<file path="src/rtl/utf_pkg.sv">
package utf_pkg;

  typedef enum logic {
    SIDE_TX = 1'b0,
    SIDE_RX = 1'b1
  } side_e;

  // Entries needed to reach the selected fraction of a deep queue.
  function automatic int unsigned deep_threshold(input logic [2:0] code,
                                                 input int unsigned depth);
    case (code)
      3'd0:    return depth / 8;
      3'd1:    return depth / 4;
      3'd3:    return (depth * 3) / 4;
      3'd4:    return (depth * 7) / 8;
      default: return depth / 2;
    endcase
  endfunction

  // Threshold in force for the current mode and side.
  function automatic int unsigned active_threshold(input logic deep,
                                                   input logic [2:0] code,
                                                   input int unsigned depth,
                                                   input logic rx_side);
    if (deep) return deep_threshold(code, depth);
    return rx_side ? 1 : 0;
  endfunction

  function automatic int unsigned capacity(input logic deep,
                                           input int unsigned depth);
    return deep ? depth : 1;
  endfunction

endpackage

</file>
<file path="src/rtl/utf_store.sv">
module utf_store #(
  parameter int DATA_W = 8,
  parameter int DEPTH  = 16,
  localparam int AW    = $clog2(DEPTH)
) (
  input  logic              clk,
  input  logic              rst_n,
  input  logic              wr_en,
  input  logic [AW-1:0]     wr_addr,
  input  logic [DATA_W-1:0] wr_data,
  input  logic              rd_en,
  input  logic [AW-1:0]     rd_addr,
  output logic [DATA_W-1:0] rd_data
);

  logic [DATA_W-1:0] mem [DEPTH];

  always_ff @(posedge clk) begin
    if (wr_en) mem[wr_addr] <= wr_data;
  end

  always_ff @(posedge clk or negedge rst_n) begin
    if (!rst_n)     rd_data <= '0;
    else if (rd_en) rd_data <= mem[rd_addr];
  end

  // without an accepted read the output word is held
  a_r5_hold_word: assert property (@(posedge clk) disable iff (!rst_n)
    !rd_en |=> $stable(rd_data));

endmodule

</file>
<file path="src/rtl/utf_ctrl.sv">
module utf_ctrl #(
  parameter int DEPTH = 16,
  localparam int AW   = $clog2(DEPTH),
  localparam int CW   = $clog2(DEPTH + 1)
) (
  input  logic          clk,
  input  logic          rst_n,
  input  logic          fifo_en,
  input  logic          push,
  input  logic          pop,
  output logic          wr_en,
  output logic [AW-1:0] wr_addr,
  output logic          rd_en,
  output logic [AW-1:0] rd_addr,
  output logic [CW-1:0] count,
  output logic          full,
  output logic          empty,
  output logic          overrun,
  output logic          deep
);

  logic [AW-1:0] wr_ptr, rd_ptr;
  logic [CW-1:0] cap;
  logic          flush, pop_ok, push_ok, push_drop;

  function automatic logic [AW-1:0] bump(input logic [AW-1:0] p);
    return (p == AW'(DEPTH - 1)) ? '0 : p + 1'b1;
  endfunction

  assign cap       = CW'(utf_pkg::capacity(deep, DEPTH));
  assign full      = (count == cap);
  assign empty     = (count == '0);
  assign flush     = (fifo_en != deep);
  assign pop_ok    = pop && !empty && !flush;
  assign push_ok   = push && !flush && (!full || pop_ok);
  assign push_drop = push && !flush && !push_ok;

  assign wr_en   = push_ok;
  assign wr_addr = wr_ptr;
  assign rd_en   = pop_ok;
  assign rd_addr = rd_ptr;

  always_ff @(posedge clk or negedge rst_n) begin
    if (!rst_n) begin
      deep    <= 1'b0;
      wr_ptr  <= '0;
      rd_ptr  <= '0;
      count   <= '0;
      overrun <= 1'b0;
    end else if (flush) begin
      deep    <= fifo_en;
      wr_ptr  <= '0;
      rd_ptr  <= '0;
      count   <= '0;
      overrun <= 1'b0;
    end else begin
      if (push_ok) wr_ptr <= bump(wr_ptr);
      if (pop_ok)  rd_ptr <= bump(rd_ptr);
      case ({push_ok, pop_ok})
        2'b10:   count <= count + 1'b1;
        2'b01:   count <= count - 1'b1;
        default: count <= count;
      endcase
      if (push_drop) overrun <= 1'b1;
    end
  end

  // fill never passes the capacity of the current mode
  a_r2_no_overflow: assert property (@(posedge clk) disable iff (!rst_n)
    count <= CW'(DEPTH));
  // shallow mode never holds more than one byte
  a_r3_single_entry: assert property (@(posedge clk) disable iff (!rst_n)
    !deep |-> count <= CW'(1));
  // a dropped push leaves the fill untouched
  a_r4_drop_keeps_fill: assert property (@(posedge clk) disable iff (!rst_n)
    push_drop |=> count == $past(count));
  // overrun is sticky until a mode change
  a_r4_overrun_sticky: assert property (@(posedge clk) disable iff (!rst_n)
    overrun && !flush |=> overrun);
  // a pop on an empty queue without a push keeps it empty
  a_r5_empty_pop: assert property (@(posedge clk) disable iff (!rst_n)
    pop && empty && !push |=> empty);
  // a mode change empties the queue and clears overrun
  a_r6_flush_empties: assert property (@(posedge clk) disable iff (!rst_n)
    flush |=> empty && !overrun);
  // a paired push and pop keep the fill level
  a_r11_pair_level: assert property (@(posedge clk) disable iff (!rst_n)
    push_ok && pop_ok |=> count == $past(count));

endmodule

</file>
<file path="src/rtl/utf_trigger.sv">
module utf_trigger #(
  parameter int DEPTH  = 16,
  parameter bit IS_RX  = 1'b1,
  localparam int CW    = $clog2(DEPTH + 1)
) (
  input  logic          deep,
  input  logic [2:0]    code,
  input  logic [CW-1:0] count,
  output logic [CW-1:0] thr,
  output logic          req
);

  assign thr = CW'(utf_pkg::active_threshold(deep, code, DEPTH, IS_RX));

  generate
    if (IS_RX) begin : g_rx_side
      assign req = (count >= thr);
    end else begin : g_tx_side
      assign req = (count <= thr);
    end
  endgenerate

endmodule

</file>
<file path="src/rtl/uart_trig_fifo.sv">
module uart_trig_fifo #(
  parameter int DATA_W = 8,
  parameter int DEPTH  = 16,
  parameter bit IS_RX  = 1'b1,
  localparam int AW    = $clog2(DEPTH),
  localparam int CW    = $clog2(DEPTH + 1)
) (
  input  logic              clk,
  input  logic              rst_n,
  input  logic              fifo_en,
  input  logic [2:0]        trig_sel,
  input  logic              push,
  input  logic [DATA_W-1:0] push_data,
  input  logic              pop,
  output logic [DATA_W-1:0] pop_data,
  output logic              full,
  output logic              empty,
  output logic [CW-1:0]     level,
  output logic              req,
  output logic              overrun
);

  logic          wr_en, rd_en, deep;
  logic [AW-1:0] wr_addr, rd_addr;
  logic [CW-1:0] count, thr;

  utf_ctrl #(.DEPTH(DEPTH)) u_ctrl (
    .clk     (clk),
    .rst_n   (rst_n),
    .fifo_en (fifo_en),
    .push    (push),
    .pop     (pop),
    .wr_en   (wr_en),
    .wr_addr (wr_addr),
    .rd_en   (rd_en),
    .rd_addr (rd_addr),
    .count   (count),
    .full    (full),
    .empty   (empty),
    .overrun (overrun),
    .deep    (deep)
  );

  utf_store #(.DATA_W(DATA_W), .DEPTH(DEPTH)) u_store (
    .clk     (clk),
    .rst_n   (rst_n),
    .wr_en   (wr_en),
    .wr_addr (wr_addr),
    .wr_data (push_data),
    .rd_en   (rd_en),
    .rd_addr (rd_addr),
    .rd_data (pop_data)
  );

  utf_trigger #(.DEPTH(DEPTH), .IS_RX(IS_RX)) u_trig (
    .deep  (deep),
    .code  (trig_sel),
    .count (count),
    .thr   (thr),
    .req   (req)
  );

  assign level = count;

  // full and empty are never both set
  a_r3_flags_exclusive: assert property (@(posedge clk) disable iff (!rst_n)
    !(full && empty));

  generate
    if (IS_RX) begin : g_rx_checks
      // shallow receive side requests exactly while holding its byte
      a_r10_shallow_rx: assert property (@(posedge clk) disable iff (!rst_n)
        !deep |-> req == full);
      // a full deep queue is always over any threshold
      a_r8_full_requests: assert property (@(posedge clk) disable iff (!rst_n)
        deep && full |-> req);
    end else begin : g_tx_checks
      // shallow transmit side requests exactly while it has room
      a_r10_shallow_tx: assert property (@(posedge clk) disable iff (!rst_n)
        !deep |-> req == empty);
      // an empty deep queue is always under any threshold
      a_r9_empty_requests: assert property (@(posedge clk) disable iff (!rst_n)
        deep && empty |-> req);
    end
  endgenerate

endmodule

</file>
<file path="config.mk">
export PLATFORM = sky130hd
export DESIGN_NAME = uart_trig_fifo
export DESIGN_NICKNAME = d
export VERILOG_FILES = /design/src/rtl/utf_pkg.sv /design/src/rtl/utf_store.sv /design/src/rtl/utf_ctrl.sv /design/src/rtl/utf_trigger.sv /design/src/rtl/uart_trig_fifo.sv
export SDC_FILE = /design/constraint.sdc
export NUM_CORES = 1
export LEC_CHECK = 0
export ABC_CLOCK_PERIOD_IN_PS = 3300
export BUFFER_PORTS_ARGS = -buffer_cell sky130_fd_sc_hd__buf_2
export CAP_MARGIN = 20
export CORE_AREA = 2 2 134 136
export DETAILED_ROUTE_END_ITERATION = 7
export DIE_AREA = 0 0 136 138
export PLACE_DENSITY = 0.51
export SYNTH_ARGS = -nofsm -noshare
export SYNTH_HDL_FRONTEND = slang
export SYNTH_HIERARCHICAL = 1
export SYNTH_SLANG_ARGS = --single-unit
</file>
<file path="constraint.sdc">
create_clock -name clk -period 3.3 [get_ports clk]
set_input_delay 0.495 -clock clk [delete_from_list [all_inputs] [get_ports clk]]
set_output_delay 0.495 -clock clk [all_outputs]
set_load 0.03 [all_outputs]
</file>
==> impl_metrics.json <==
{
  "status": "complete, no violations",
  "viasPerCell": 5.22,
  "drv_cap": 0,
  "fmax_mhz": 337,
  "netlist_instances": 354,
  "dieHeight_um": 138,
  "critical_path_required_ns": 3.42,
  "p_leak_nw": 2.54,
  "antenna_found_initial": 0,
  "numPortBuffers": 32,
  "overflow": 0,
  "drtPass1Iterations": 4,
  "root_buffer": "clkbuf_16",
  "placed_cell_area_mm2": 0.00689,
  "finalHoldViolCount": 0,
  "setup_ws_ns": 0.334,
  "rows": 49,
  "layout.cells.non_filler": 651,
  "path_max_fanout": 13,
  "nets": 435,
  "cts_hold_buffers": 0,
  "combPwrFrac_pct": 22.4,
  "finalSetupViolCount": 0,
  "routed_wl_um": 13600,
  "wl_per_cell_um": 20.9,
  "core_mm2": 0.0175,
  "insertion_delay_ns": 0.42,
  "worst_ir_drop_vdd_mv": 0.424,
  "cts_resized": 0,
  "n_antenna_cell": 0,
  "cts_tree": "yes",
  "n_fill_cell": 1623,
  "dp.cells": 619,
  "ff2ff_path_depth": 6,
  "cp.arrival_ns": 3.09,
  "path_class": "register to register",
  "total_power_mw": 5.31,
  "power_frac_clock_pct": 33.3,
  "cp-end-kind": "register",
  "cts.path.max_buffers": 2,
  "cp-start-kind": "register",
  "slew_viol_final": 0,
  "fin_crit_sh_pct": 89.9,
  "pwr_density_cell_mw_per_mm2": 716,
  "gp_congestion": 0.737,
  "p_switching_mw": 1.62,
  "grt_first_pass_wirelength_um": 21000,
  "drt-initial-drc-count": 176,
  "layout-drive-gt1-share_pct": 30.1,
  "ios": 33,
  "tns_ns": 0,
  "cts_setup_buffers": 0,
  "min_period_ns": 2.97,
  "syn2layout_area_growth_pct": 15.2,
  "cts_buffers": 17,
  "stdcell_area_mm2": 0.00743,
  "synth_area_per_cell_um2": 18.2,
  "htreeDepth": 4,
  "rsz0062_at_grt": "false",
  "via_count": 3400,
  "dp_slack_ns": 0.299,
  "internal-power_mw": 3.69,
  "synth_area_mm2": 0.00644,
  "yosys_warnings": 6,
  "fin_skew_ns": 0.00736,
  "ant_nets": 0,
  "chipWidth_um": 136,
  "sw_frac_of_total_pct": 30.5,
  "max_slew_margin_pct": 32.8,
  "grt_max_degree": 24,
  "pwr-share-seq_pct": 44.3,
  "first_global_vias": 3436,
  "numClockSinks": 151,
  "drc_errors": 0,
  "start_util_pct": 36.7,
  "clk_pin_slew_ns": 0.06,
  "grt_usage_pct": 15.5,
  "hold_path.class": "input port to asynchronous set/reset pin",
  "worstMarginPinSlew_ns": 1.01,
  "hpwl_um": 8950,
  "syn_nets": 380,
  "die_area_mm2": 0.0188
}
cells in the final DEF, fill, tap and decap left out, drive strengths merged, types with 3 or more instances in the layout:
master,n
edfxtp,128
buf,54
mux4,32
nor2,29
dfrtp,23
clkbuf,20
nand2,15
nor3,12
mux2i,10
ha,9
clkinv,9
a221oi,8
o22ai,8
nand2b,7
inv,7
a21oi,6
o21ai,5
nand3b,3
xnor2,3
nand3,3
path summary, 6_finish.rpt:
path | from | slack, ns | to
max in group asynchronous | rst_n | 2.83 | u_ctrl/rd_addr[2]
worst max-delay path | u_ctrl/count[4] | 0.33 | u_store/mem[12][2]
worst min register to register | u_ctrl/overrun | 0.50 | u_ctrl/overrun
min in group clk | fifo_en | 0.24 | u_ctrl/deep
worst max register to register | u_ctrl/count[4] | 0.33 | u_store/mem[12][2]
worst min-delay path | rst_n | 0.06 | u_ctrl/count[1]
power by group through the flow:
stage / sequential [mW] / combinational, mW / clock [mW]
after detailed placement: 2.40 / 1.20 / 0
after global placement: 2.39 / 1.20 / 0
after global routing: 2.38 / 1.30 / 1.89
after CTS: 2.36 / 1.21 / 1.81
after floorplan: 2.45 / 0.858 / 0
final: 2.35 / 1.19 / 1.77
final cells by class:
type                    instances  area (um2)  share of cell area [%]
clock inverters                12         104                    1.40
multi-input cells             179        1830                    24.7
inverters                       6        22.5                   0.303
well taps                     229         287                    3.86
repair buffers                 54         325                    4.38
flip-flops and latches        151        4420                    59.5
clock buffers                  20         437                    5.88
registers in the layout, summed over array words and instances (netlist names):
signal and cells:
u_ctrl/rd_addr 4, u_ctrl/wr_addr 4, u_ctrl/overrun 1, u_ctrl/count 5
u_store/mem 128, u_ctrl/deep 1, u_store/rd_data 8
stage by stage:
step	hold WS (ns)	util [%]
finish	0.0634	42.4
global route	0.0946	42.4
CTS	0.0714	42.4
detailed placement	0.490	39.3
global placement	0.495	39.3
floorplan	0.199	-
metal layers:
layer  track usage, %  vias up  part of all wire, %
met5                0        -                    0
met4             5.76        0                  1.6
li1                 -     1542                    -
met3             3.45       15                  3.8
met1             22.7     1783                   48
met2             22.8       60                   47
critical path, stage by stage (launching register included):
cell      delay (ns)
dfrtp_1         0.64
or3b_1          0.23
a21oi_4         0.09
a211oi_2        0.67
nand3_1         0.33
nor3_1          0.44
buf_4           0.26
Note: power is estimated with default switching activity, not from simulation.
